`config.mk`:
```
export PLATFORM = sky130hd
export DESIGN_NAME = cen_rate_gen
export DESIGN_NICKNAME = d
export VERILOG_FILES = /design/src/rtl/cen_rate_pkg.sv /design/src/rtl/cen_sel_ctrl.sv /design/src/rtl/cen_rate_table.sv /design/src/rtl/cen_accum.sv /design/src/rtl/cen_rate_gen.sv
export SDC_FILE = /design/constraint.sdc
export NUM_CORES = 1
export LEC_CHECK = 0
export ABC_AREA = 0
export BUFFER_PORTS_ARGS = -buffer_cell sky130_fd_sc_hd__buf_2
export CAP_MARGIN = 20
export CORE_MARGIN = 1
export CORE_UTILIZATION = 29
export CTS_CLUSTER_DIAMETER = 150
export DETAILED_ROUTE_END_ITERATION = 16
export PLACE_DENSITY = 0.45
export SLEW_MARGIN = 20
export SYNTH_ARGS = -nofsm -noshare
export SYNTH_HDL_FRONTEND = slang
export SYNTH_SLANG_ARGS = --single-unit
```
`constraint.sdc`:
```
create_clock -name clk_i -period 3.1 [get_ports clk_i]
set_input_delay 0.31 -clock clk_i [delete_from_list [all_inputs] [get_ports clk_i]]
set_output_delay 0.31 -clock clk_i [all_outputs]
set_load 0.05 [all_outputs]
```
`src/rtl/cen_rate_pkg.sv`:
```
// Package: shared types and helpers for the selectable-rate enable generator.
// Assumes a 2-bit rate code, so four selectable rates.
package cen_rate_pkg;

    localparam int SEL_W     = 2;
    localparam int NUM_RATES = 1 << SEL_W;

    typedef logic [SEL_W-1:0] rate_code_t;

    localparam rate_code_t RATE_AFTER_RESET = '0;

    // Cycles suppressed per window for a given keep count (clamped at zero).
    function automatic int unsigned drops_per_window(input int unsigned window,
                                                     input int unsigned keep);
        return (keep >= window) ? 0 : window - keep;
    endfunction

endpackage

```
`src/rtl/cen_sel_ctrl.sv`:
```
// Module: pending/active rate-code registers.
// A write stores a code as pending. The pending code is copied to the active
// register on the first cycle where idle_i is high; load_o flags that cycle
// so the pattern generator can restart. Assumes idle_i is in the base domain.
module cen_sel_ctrl
    import cen_rate_pkg::*;
(
    input  logic       clk_i,
    input  logic       rst_ni,
    input  logic       we_i,
    input  rate_code_t code_i,
    input  logic       idle_i,
    output rate_code_t active_o,
    output logic       load_o
);

    rate_code_t pend_q;
    logic       pend_v_q;
    rate_code_t active_q;

    // Apply condition: something pending and downstream idle.
    assign load_o   = pend_v_q & idle_i;
    assign active_o = active_q;

    // Pending register: latest write wins, cleared once applied.
    always_ff @(posedge clk_i) begin
        if (!rst_ni) begin
            pend_q   <= RATE_AFTER_RESET;
            pend_v_q <= 1'b0;
        end else if (we_i) begin
            pend_q   <= code_i;
            pend_v_q <= 1'b1;
        end else if (load_o) begin
            pend_v_q <= 1'b0;
        end
    end

    // Active register: takes the pending code on the apply cycle only.
    always_ff @(posedge clk_i) begin
        if (!rst_ni) begin
            active_q <= RATE_AFTER_RESET;
        end else if (load_o) begin
            active_q <= pend_q;
        end
    end

    AST_HOLD_WHILE_BUSY: assert property (@(posedge clk_i) disable iff (!rst_ni)
        !idle_i |=> $stable(active_q));

    AST_APPLY_PENDING: assert property (@(posedge clk_i) disable iff (!rst_ni)
        (pend_v_q && idle_i) |=> (active_q == $past(pend_q)));

    AST_NO_SPURIOUS_SWITCH: assert property (@(posedge clk_i) disable iff (!rst_ni)
        !pend_v_q |=> $stable(active_q));

endmodule

```
`src/rtl/cen_rate_table.sv`:
```
// Module: maps the active rate code to the number of cycles dropped per window.
// One entry per code is built from the KEEP_LIST parameter.
// Assumes every keep count is at most WINDOW.
module cen_rate_table
    import cen_rate_pkg::*;
#(
    parameter int unsigned WINDOW = 20,
    parameter int unsigned KEEP_LIST [NUM_RATES] = '{10, 13, 16, 19},
    localparam int SUM_W = $clog2(WINDOW) + 1
) (
    input  rate_code_t       code_i,
    output logic [SUM_W-1:0] drop_o
);

    logic [SUM_W-1:0] drop_tbl [NUM_RATES];

    // One constant table entry per selectable code.
    for (genvar g = 0; g < NUM_RATES; g++) begin : g_entry
        localparam int unsigned DROPS = drops_per_window(WINDOW, KEEP_LIST[g]);
        assign drop_tbl[g] = SUM_W'(DROPS);
    end

    // Select the entry for the active code.
    assign drop_o = drop_tbl[code_i];

endmodule

```
`src/rtl/cen_accum.sv`:
```
// Module: modulo accumulator that produces the enable strobe.
// Each cycle it adds drop_i modulo WINDOW. A wrap suppresses the strobe, so a
// full window holds exactly WINDOW - drop_i strobes. load_i restarts the
// pattern from zero with the strobe low. Assumes WINDOW >= 2 and drop_i <= WINDOW.
module cen_accum #(
    parameter int unsigned WINDOW = 20,
    localparam int ACC_W = $clog2(WINDOW),
    localparam int SUM_W = ACC_W + 1
) (
    input  logic             clk_i,
    input  logic             rst_ni,
    input  logic             load_i,
    input  logic [SUM_W-1:0] drop_i,
    output logic             en_o
);

    logic [ACC_W-1:0] acc_q;
    logic [ACC_W-1:0] acc_d;
    logic [SUM_W-1:0] sum;
    logic             wrap;
    logic             en_q;

    // Next accumulator value and wrap detection.
    always_comb begin
        sum   = {1'b0, acc_q} + drop_i;
        wrap  = (sum >= SUM_W'(WINDOW));
        acc_d = wrap ? ACC_W'(sum - SUM_W'(WINDOW)) : ACC_W'(sum);
    end

    // Accumulator and registered strobe; reset and load both restart the pattern.
    always_ff @(posedge clk_i) begin
        if (!rst_ni || load_i) begin
            acc_q <= '0;
            en_q  <= 1'b0;
        end else begin
            acc_q <= acc_d;
            en_q  <= !wrap;
        end
    end

    assign en_o = en_q;

    AST_LOAD_RESTART: assert property (@(posedge clk_i) disable iff (!rst_ni)
        load_i |=> (acc_q == '0 && !en_q));

    AST_NO_DOUBLE_DROP: assert property (@(posedge clk_i) disable iff (!rst_ni)
        (int'(drop_i) * 2 <= int'(WINDOW) && !en_q && !load_i) |=> en_q);

endmodule

```
`src/rtl/cen_rate_gen.sv`:
```
// Module: top of the selectable-rate clock enable generator.
// It ties together the select registers, the rate table and the accumulator.
// All logic is on clk_i; cen_o is meant as a clock enable, never as a clock.
module cen_rate_gen
    import cen_rate_pkg::*;
#(
    parameter int unsigned WINDOW = 20,
    parameter int unsigned KEEP_LIST [NUM_RATES] = '{10, 13, 16, 19},
    localparam int SUM_W = $clog2(WINDOW) + 1
) (
    input  logic       clk_i,
    input  logic       rst_ni,
    input  logic       sel_we_i,
    input  logic [1:0] sel_code_i,
    input  logic       idle_i,
    output logic       cen_o,
    output logic [1:0] rate_o
);

    rate_code_t       active;
    logic             load;
    logic [SUM_W-1:0] drop;

    // Pending/active code handling.
    cen_sel_ctrl u_sel (
        .clk_i    (clk_i),
        .rst_ni   (rst_ni),
        .we_i     (sel_we_i),
        .code_i   (sel_code_i),
        .idle_i   (idle_i),
        .active_o (active),
        .load_o   (load)
    );

    // Code to drop-count lookup.
    cen_rate_table #(
        .WINDOW    (WINDOW),
        .KEEP_LIST (KEEP_LIST)
    ) u_table (
        .code_i (active),
        .drop_o (drop)
    );

    // Strobe pattern generation.
    cen_accum #(
        .WINDOW (WINDOW)
    ) u_acc (
        .clk_i  (clk_i),
        .rst_ni (rst_ni),
        .load_i (load),
        .drop_i (drop),
        .en_o   (cen_o)
    );

    assign rate_o = active;

    AST_HALF_ALTERNATES: assert property (@(posedge clk_i) disable iff (!rst_ni)
        (rate_o == 2'b00 && cen_o && !load) |=> !cen_o);

endmodule

```
* Word-level counts from Yosys, hierarchy flattened
Index checks and enable logic that the tools add are counted.
** Word-level totals
- Word-level logic and storage cells :: 21
- Bits of input ports :: 6
- Flip-flop bits (word level) :: 11
** Operators by class
- $add $sub $neg :: 2
- Order comparisons :: 2
- Muxes and demuxes :: 6
- Reduce and logical (&&, ||, !) cells :: 4
- Bitwise operators :: 2
** Operator list (count)
- 6-bit binary-select mux with 2-bit select :: 1
- 6-bit two-way mux :: 2
- 5-bit by 6-bit adder with 6-bit output :: 1
- 6-bit by 5-bit greater-or-equal comparator with 1-bit output (second input constant) :: 1
- 5-bit two-way mux :: 1
- 5-bit subtractor (second input constant) :: 1
- 3-bit greater-or-equal comparator (second input constant) :: 1
- 2-bit inverter with 3-bit output :: 1
- 1-bit logical NOT :: 2
- 1-bit two-way mux :: 2
- 2-bit nonzero test :: 1
- 1-bit bitwise AND :: 1
- 1-bit logical OR :: 1

* Longest topological paths before layout
Gate-level depths: netlist of the first run.
- Depth in word-level cells :: 7
- Gate-level depth with buffers :: 10
- Mapped depth without buffers :: 10

* Hierarchy
From an unflattened synthesis of the first run, not the netlist that was laid out.
** Unflattened totals
- Cell total of the unflattened synthesis :: 69
- Area total of the unflattened synthesis :: 661.9 µm²
** By module, submodules not included
- cen_accum :: cells each 44, instances 1, area an instance 430.4 µm²
- cen_sel_ctrl :: cells each 18, instances 1, area an instance 185.2 µm²
- cen_rate_table :: cells each 7, instances 1, area an instance 46.3 µm²

* Worst setup path before layout of the first run
OpenSTA, ideal clock, no wires.
- Path kind :: register to register
- From :: register u_sel.active_q[1], in the netlist u_sel.active_o[1]
- To :: register u_acc.acc_q[3]
- Period minus slack after synthesis :: 2628 ps
- Data arrival time :: 2554 ps
- Path slack :: 472 ps
- Library setup time :: 74 ps
- Cell stages (with the launch flop) :: 10
- Required time :: 3026 ps
- Path buffers :: 0
- Cells stage by stage :: dfxtp_1 inv_1 ha_1 ha_1 a21oi_1 xor2_1 ha_1 nand2_1 a221o_2 a31oi_1
** On the way
- Longest elaborated chain between the ends :: 7
- Elaborated cells on any way between the ends :: 8
** Ends and longest elaborated chain
- from (decl) :: line cen_sel_ctrl.sv:19 : rate_code_t active_q;
- from (signal assigned) :: line cen_sel_ctrl.sv:43 : active_q <= pend_q;
- 2-bit inverter with 3-bit output (implied by the code) (*) :: line cen_rate_table.sv:24 : assign drop_o = drop_tbl[code_i];
- 6-bit binary-select mux with 2-bit select (*) :: line cen_rate_table.sv:24
- 6-bit two-way mux (implied by the code) (*) (2 in a row) :: line cen_rate_table.sv:24
- 5-bit by 6-bit adder with 6-bit output (*) :: line cen_accum.sv:25 : sum = {1'b0, acc_q} + drop_i;
- 5-bit subtractor or 6-bit by 5-bit greater-or-equal comparator with 1-bit output (tied branches) :: line cen_accum.sv:27, cen_accum.sv:26
- 5-bit two-way mux (*) :: line cen_accum.sv:27 : acc_d = wrap ? ACC_W'(sum - SUM_W'(WINDOW)) : ACC_W'(sum);
- to (signal assigned) :: line cen_accum.sv:33 : acc_q <= '0;
- to (signal assigned) :: line cen_accum.sv:36 : acc_q <= acc_d;
- to (decl) :: line cen_accum.sv:17 : logic [ACC_W-1:0] acc_q;
Mark *: on every way between the ends. The rest lies on a longest branch, timed or not. The select of a mux whose other input is x is not followed.
A chain may end at the register's enable or synchronous reset.

* Final worst setup path of the first run
Same ends and word-level chain as after synthesis.

==> results.sh, run 1 <==
export IMPL_rsz0062_at_grt="no"
export IMPL_seqPwrFrac=0.350
export IMPL_ant_nets=0
export IMPL_synth_cells=69
export IMPL_drtIter0Drc=5
export IMPL_fin_hold_ws_ns=0.296
export IMPL_rows=16
export IMPL_combPwrFrac=0.443
export IMPL_antenna_found_initial=0
export IMPL_cts_buffer_depth=2
export IMPL_p_per_area_nw_per_um2=664
export IMPL_finClkSkew_ns=0.00756
export IMPL_worstPathRequired_ns=3.30
export IMPL_grt_overflow_total=0
export IMPL_ys_top_cells_by_area="dfxtp_1 34%, ha_1 14%, mux2i_1 4.7%, inv_1 4.1%, nand2_1 4.1%"
export IMPL_finalCritPeriodShare=0.795
export IMPL_track_usage=0.115
export IMPL_cts_sinks=11
export IMPL_switching_share=0.383
export IMPL_fin_tns_setup_ns=0
export IMPL_hold_buffers=0
export IMPL_wl_mm=1.13
export IMPL_max_freq_ghz=0.406
export IMPL_fp_dieW_um=49.2
export IMPL_yosys_register_bits=11
export IMPL_avgRoutedWirePerCell_um=10.4
export IMPL_post_route_util=0.369
export IMPL_worstHoldPathType="in2reg"
export IMPL_cts_resized=0
export IMPL_fin_area_um2=746
export IMPL_cp_arrival_ns=2.66
export IMPL_synth_nets=83
export IMPL_dieHeight_um=49.2
export IMPL_synth_avg_cell_area_um2=9.36
export IMPL_crit_chain="inv_1, ha_1, ha_1, a21oi_1, xor2_1, ha_1, nand2_1, a221o_2, a31oi_1"
export IMPL_drc=0
export IMPL_drive_gt1_frac=0.235
export IMPL_synth_cell_types=27
export IMPL_relSlewSlack=0.817
export IMPL_postCtsSetupBuffers=0
export IMPL_intPower_uw=306
export IMPL_path_clk_slew_ns=0.08
export IMPL_tritoncts="built"
export IMPL_core_area_um2=2020
export IMPL_grt_pass1_vias=475
export IMPL_cp_slowest_stage_delay_ns=0.40
export IMPL_critPathLaunchType="flop"
export IMPL_tightest_slew_ns=0.275
export IMPL_hold_violations=0
export IMPL_fin_nets=96
export IMPL_pre_cts_ws_ns=0.622
export IMPL_slew_viol_final=0
export IMPL_areaGrowthSynthToFinish_pct=15.5
export IMPL_crit_fanout=4
export IMPL_synth_area_um2=646
export IMPL_yosys_area_top_type="dfxtp_1"
export IMPL_routed_via_density=4.41
export IMPL_setup_worst_path_class="reg2reg"
export IMPL_io_buffers=8
export IMPL_clock_power_share=0.207
export IMPL_power_leakage_nw=0.341
export IMPL_diodes=0
export IMPL_vias=476
export IMPL_yosys_warnings=0
export IMPL_start_util=0.319
export IMPL_end_kind="flop"
export IMPL_cts_buffers=3
export IMPL_ioPinCount=9
export IMPL_netlist_area_leader_share=0.341
export IMPL_cp_common_cell="ha_1"
export IMPL_outcome="finished, final reports clean"
export IMPL_ys_seq_area_frac=0.341
export IMPL_period_needed_ns=2.46
export IMPL_p_switching_uw=189
export IMPL_grt_start_max_net_pins=8
export IMPL_grt_pass1_wl_mm=2.02
export IMPL_gp_congestion=0.728
export IMPL_first_pass_iters=2
export IMPL_die_area_um2=2420
export IMPL_ir_drop_mv=0.250
export IMPL_setup_violations=0
export IMPL_fin_ws_ns=0.635
export IMPL_cts_root_buf="clkbuf_4"
export IMPL_cap_viol_max_count=0
export IMPL_insertion_delay_ns=0.27
export IMPL_h_tree_depth=1
export IMPL_slowest_stage="dfxtp_1"
export IMPL_post_dp_hpwl_um=912
export IMPL_place_area_um2=719
## sequential cells by signal, summed over array words and instances, names as in the netlist
name,flops
u_acc.acc_q,5
u_acc.en_o,1
u_sel.active_o,2
u_sel.pend_q,2
u_sel.pend_v_q,1
## per-stage QoR
step	power [mW]	cells
2_1_floorplan	0.356	69
4_1_cts	0.501	108
6_report	0.495	108
5_1_grt	0.540	108
3_3_place_gp	0.397	104
3_5_place_dp	0.397	104
## worst paths after layout
check,startpoint,to,slack [ns],cells after the start
worst max-delay path,u_sel.active_o[1],u_acc.acc_q[3],0.64,9
worst min register to register,u_sel.active_o[0],u_sel.active_o[0],0.50,2
worst min-delay path,sel_we_i,u_sel.pend_v_q,0.30,2
worst max register to register,u_sel.active_o[1],u_acc.acc_q[3],0.64,9
## placed cells by master (no fill, tap or decap), types with 2 or more instances in the layout
cell type / instances
nor2b_1: 3
mux2i_1: 3
and2_1: 3
clkbuf_4: 3
nand2_1: 7
nand3_1: 4
buf_2: 8
inv_1: 7
ha_1: 7
nor2_1: 5
dfxtp_1: 11
a21boi_0: 2
## synthesized netlist by cell type (all sizes together)
| library cell | n |
|---|---|
| dfxtp | 11 |
| ha | 7 |
| inv | 7 |
| nand2 | 7 |
| nor2 | 5 |
| nand3 | 4 |
| a21boi | 3 |
| and2 | 3 |
| mux2i | 3 |
| nor2b | 3 |
| a21oi | 2 |
| and3 | 2 |
| xor2 | 2 |
| a21o | 1 |
| a221o | 1 |
| a221oi | 1 |
| a31oi | 1 |
| fa | 1 |
| mux2 | 1 |
| nand2b | 1 |
| o21a | 1 |
| or2 | 1 |
| xnor2 | 1 |
## cell type report
class	count	area, um2
inverter	7	26.3
multi-input combinational	51	399
timing repair buffer	8	40.0
sequential	11	220
fill	221	1280
tap	27	33.8
clock buffer	4	26.3
## worst max-delay path: cells and delay by family (launching register included)
kind	cells	cell delay, ns
flops	1	0.40
simple gates	1	0.10
fa+ha+maj	3	0.83
buf+inv	1	0.08
compound gates	3	0.71
xor+xnor	1	0.26
## layer usage
layer  track usage  wire length (um)  vias to the layer above
li1              -                 -                      256
met1         0.139               565                      210
met2         0.174               508                        8
met3        0.0374                39                        2
met4        0.0735                12                        0
met5             0                 0                        -
## cells by family after synthesis
group / after synthesis / synth area share
and+or+nand+nor: 26 / 0.200
DFF: 11 / 0.341
AOI/OAI and AO/OA: 10 / 0.136
adders and majority gates: 8 / 0.167
buffers and inverters: 7 / 0.0407
muxes: 4 / 0.0640
xor gates and xnor gates: 3 / 0.0523
## power groups by stage
stage | logic [mW] | clock network, mW | registers (mW)
global route | 0.249 | 0.115 | 0.176
floorplan | 0.160 | 0 | 0.195
global placement | 0.220 | 0 | 0.177
finish | 0.219 | 0.102 | 0.174
CTS | 0.221 | 0.106 | 0.174
detailed placement | 0.220 | 0 | 0.177
(Power assumes the default switching activity.)
==> run 2, diff against run 1 <==
- clock period: 3.1 -> 2.35 ns (I/O delays scaled with it)
==> run 2 against run 1 <==
  * Clock skew is 0.0046 ns lower
  * Utilization is 2.0 points higher
  * Cell area is 5.4% higher
  * Critical path depth stayed put
  * Global-route usage is 0.83 points lower
  * Combinational power is 42% higher
  * Sequential share of layout area is 0.55 points lower
==> results.sh, run 2 (same netlist as run 1, synthesis figures left out) <==
export IMPL_rsz0062_at_grt="yes"
export IMPL_power_leakage_nw=0.362
export IMPL_ir_drop_mv=0.337
export IMPL_vias=477
export IMPL_finalCritPeriodShare=0.957
export IMPL_ioPinCount=9
export IMPL_critPathLaunchType="flop"
export IMPL_tightest_slew_ns=0.292
export IMPL_setup_worst_path_class="reg2reg"
export IMPL_grt_start_max_net_pins=8
export IMPL_seqPwrFrac=0.340
export IMPL_reg2reg_slack_ns=0.10
export IMPL_drtIter0Drc=6
export IMPL_gp_congestion=0.735
export IMPL_period_needed_ns=2.25
export IMPL_combPwrFrac=0.467
export IMPL_rows=16
export IMPL_layout_common_cells="9 x dfxtp_1, 8 x buf_2, 7 x inv_1, 7 x nand2_1, 6 x ha_1"
export IMPL_dp_cells=107
export IMPL_insertion_delay_ns=0.26
export IMPL_regMostFlops="u_acc.acc_q"
export IMPL_die_area_um2=2420
export IMPL_max_freq_ghz=0.445
export IMPL_cts_sinks=11
export IMPL_cp_arrival_ns=2.45
export IMPL_post_dp_hpwl_um=945
export IMPL_cts_root_buf="clkbuf_4"
export IMPL_worstHoldPathType="in2reg"
export IMPL_ant_nets=0
export IMPL_core_area_um2=2020
export IMPL_outcome="finished, final reports clean"
export IMPL_drc=0
export IMPL_fin_nets=100
export IMPL_h_tree_depth=1
export IMPL_cts_buffers=3
export IMPL_io_buffers=8
export IMPL_wl_mm=1.12
export IMPL_switching_share=0.367
export IMPL_grt_overflow_total=0
export IMPL_first_pass_iters=4
export IMPL_num_fill_cells=207
export IMPL_fin_total_pwr_uw=665
export IMPL_slew_viol_final=0
export IMPL_cts_buffer_depth=2
export IMPL_start_util=0.319
export IMPL_fp_dieW_um=49.2
export IMPL_diodes=0
export IMPL_timing_rr_end="u_acc.acc_q[3]"
export IMPL_finalNonFillerCells=112
export IMPL_setup_violations=0
export IMPL_antenna_found_initial=0
export IMPL_clock_power_share=0.193
export IMPL_path_clk_slew_ns=0.07
export IMPL_cp_endpoint="u_acc.acc_q[3]"
export IMPL_hold_violations=0
export IMPL_cap_viol_max_count=0
export IMPL_crit_fanout=3
export IMPL_avgRoutedWirePerCell_um=9.96
export IMPL_drive_gt1_frac=0.306
export IMPL_p_per_area_nw_per_um2=846
export IMPL_tritoncts="built"
export IMPL_finClkSkew_ns=0.00298
export IMPL_worstReg2RegStart="u_sel.active_o[1]"
export IMPL_end_kind="flop"
export IMPL_p_switching_uw=244
export IMPL_routed_via_density=4.26
export IMPL_worstPathRequired_ns=2.55
export IMPL_hold_buffers=0
export IMPL_largest_reg_flops=5
export IMPL_intPower_uw=421
export IMPL_grt_pass1_wl_mm=1.93
export IMPL_track_usage=0.107
export IMPL_areaGrowthSynthToFinish_pct=21.7
export IMPL_r2r_cells=9
export IMPL_final_common_cell="dfxtp_1"
export IMPL_relSlewSlack=0.804
export IMPL_dieHeight_um=49.2
export IMPL_grt_pass1_vias=448
export IMPL_startpoint="u_sel.active_o[1]"
run 2: worst min-delay path by stage:
stage / cells past startpoint / startpoint / slack, ns / end
finish: 3 / sel_code_i[0] / 0.23 / u_sel.pend_q[0]
global route: 2 / sel_we_i / 0.22 / u_sel.pend_v_q
CTS: 3 / sel_code_i[0] / 0.22 / u_sel.pend_q[0]
detailed placement: 2 / u_sel.pend_q[1] / 0.46 / u_sel.active_o[1]
global placement: 2 / u_sel.pend_q[1] / 0.46 / u_sel.active_o[1]
floorplan: 1 / rst_ni / 0.35 / u_sel.pend_v_q
run 2: power by group through the flow:
| stage | logic, mW | clock network, mW | registers [mW] |
|---|---|---|---|
| finish | 0.311 | 0.128 | 0.226 |
| global route | 0.349 | 0.147 | 0.229 |
| CTS | 0.297 | 0.136 | 0.226 |
| detailed placement | 0.296 | 0 | 0.231 |
| global placement | 0.296 | 0 | 0.231 |
| floorplan | 0.211 | 0 | 0.256 |
run 2: repair_timing:
| action | CTS | global route |
|---|---|---|
| gates resized for setup | 0 | 1 |
| setup endpoints to repair | 0 | 3 |
| setup buffers | 0 | 1 |
run 2: cell type report:
class	count	area (um2)	share of cell area
multi-input cells	51	402	0.511
flip-flops and latches	11	228	0.290
repair buffers	12	70.1	0.0892
well taps	27	33.8	0.0430
clock buffers	4	26.3	0.0334
inverters	7	26.3	0.0334
run 2: critical path: stages (launching register included):
cell and delay, ns:
dfxtp_4 0.34, inv_1 0.05, ha_1 0.27, ha_1 0.28, a21oi_1 0.15, xor2_1 0.28, ha_2 0.24, nand2_1 0.09
a221o_2 0.34, a31oi_1 0.14
run 2: layer usage:
| metal | vias up | part of all wire | global-route usage |
|---|---|---|---|
| met5 | - | 0 | 0 |
| met4 | 0 | 0.0063 | 0.0735 |
| met3 | 2 | 0.019 | 0.0187 |
| met2 | 6 | 0.43 | 0.148 |
| met1 | 205 | 0.55 | 0.148 |
| li1 | 264 | - | - |
run 2: through the flow:
stage	hold slack [ns]	instance area (um2)	setup TNS, ns	utilization	setup slack (ns)
floorplan	0.353	653	0	-	0.0212
global placement	0.465	749	0	0.371	0.0784
detailed placement	0.464	749	0	0.371	0.0819
CTS	0.219	776	0	0.384	0.0694
global route	0.220	786	-0.0541	0.389	-0.0541
finish	0.234	786	0	0.389	0.101
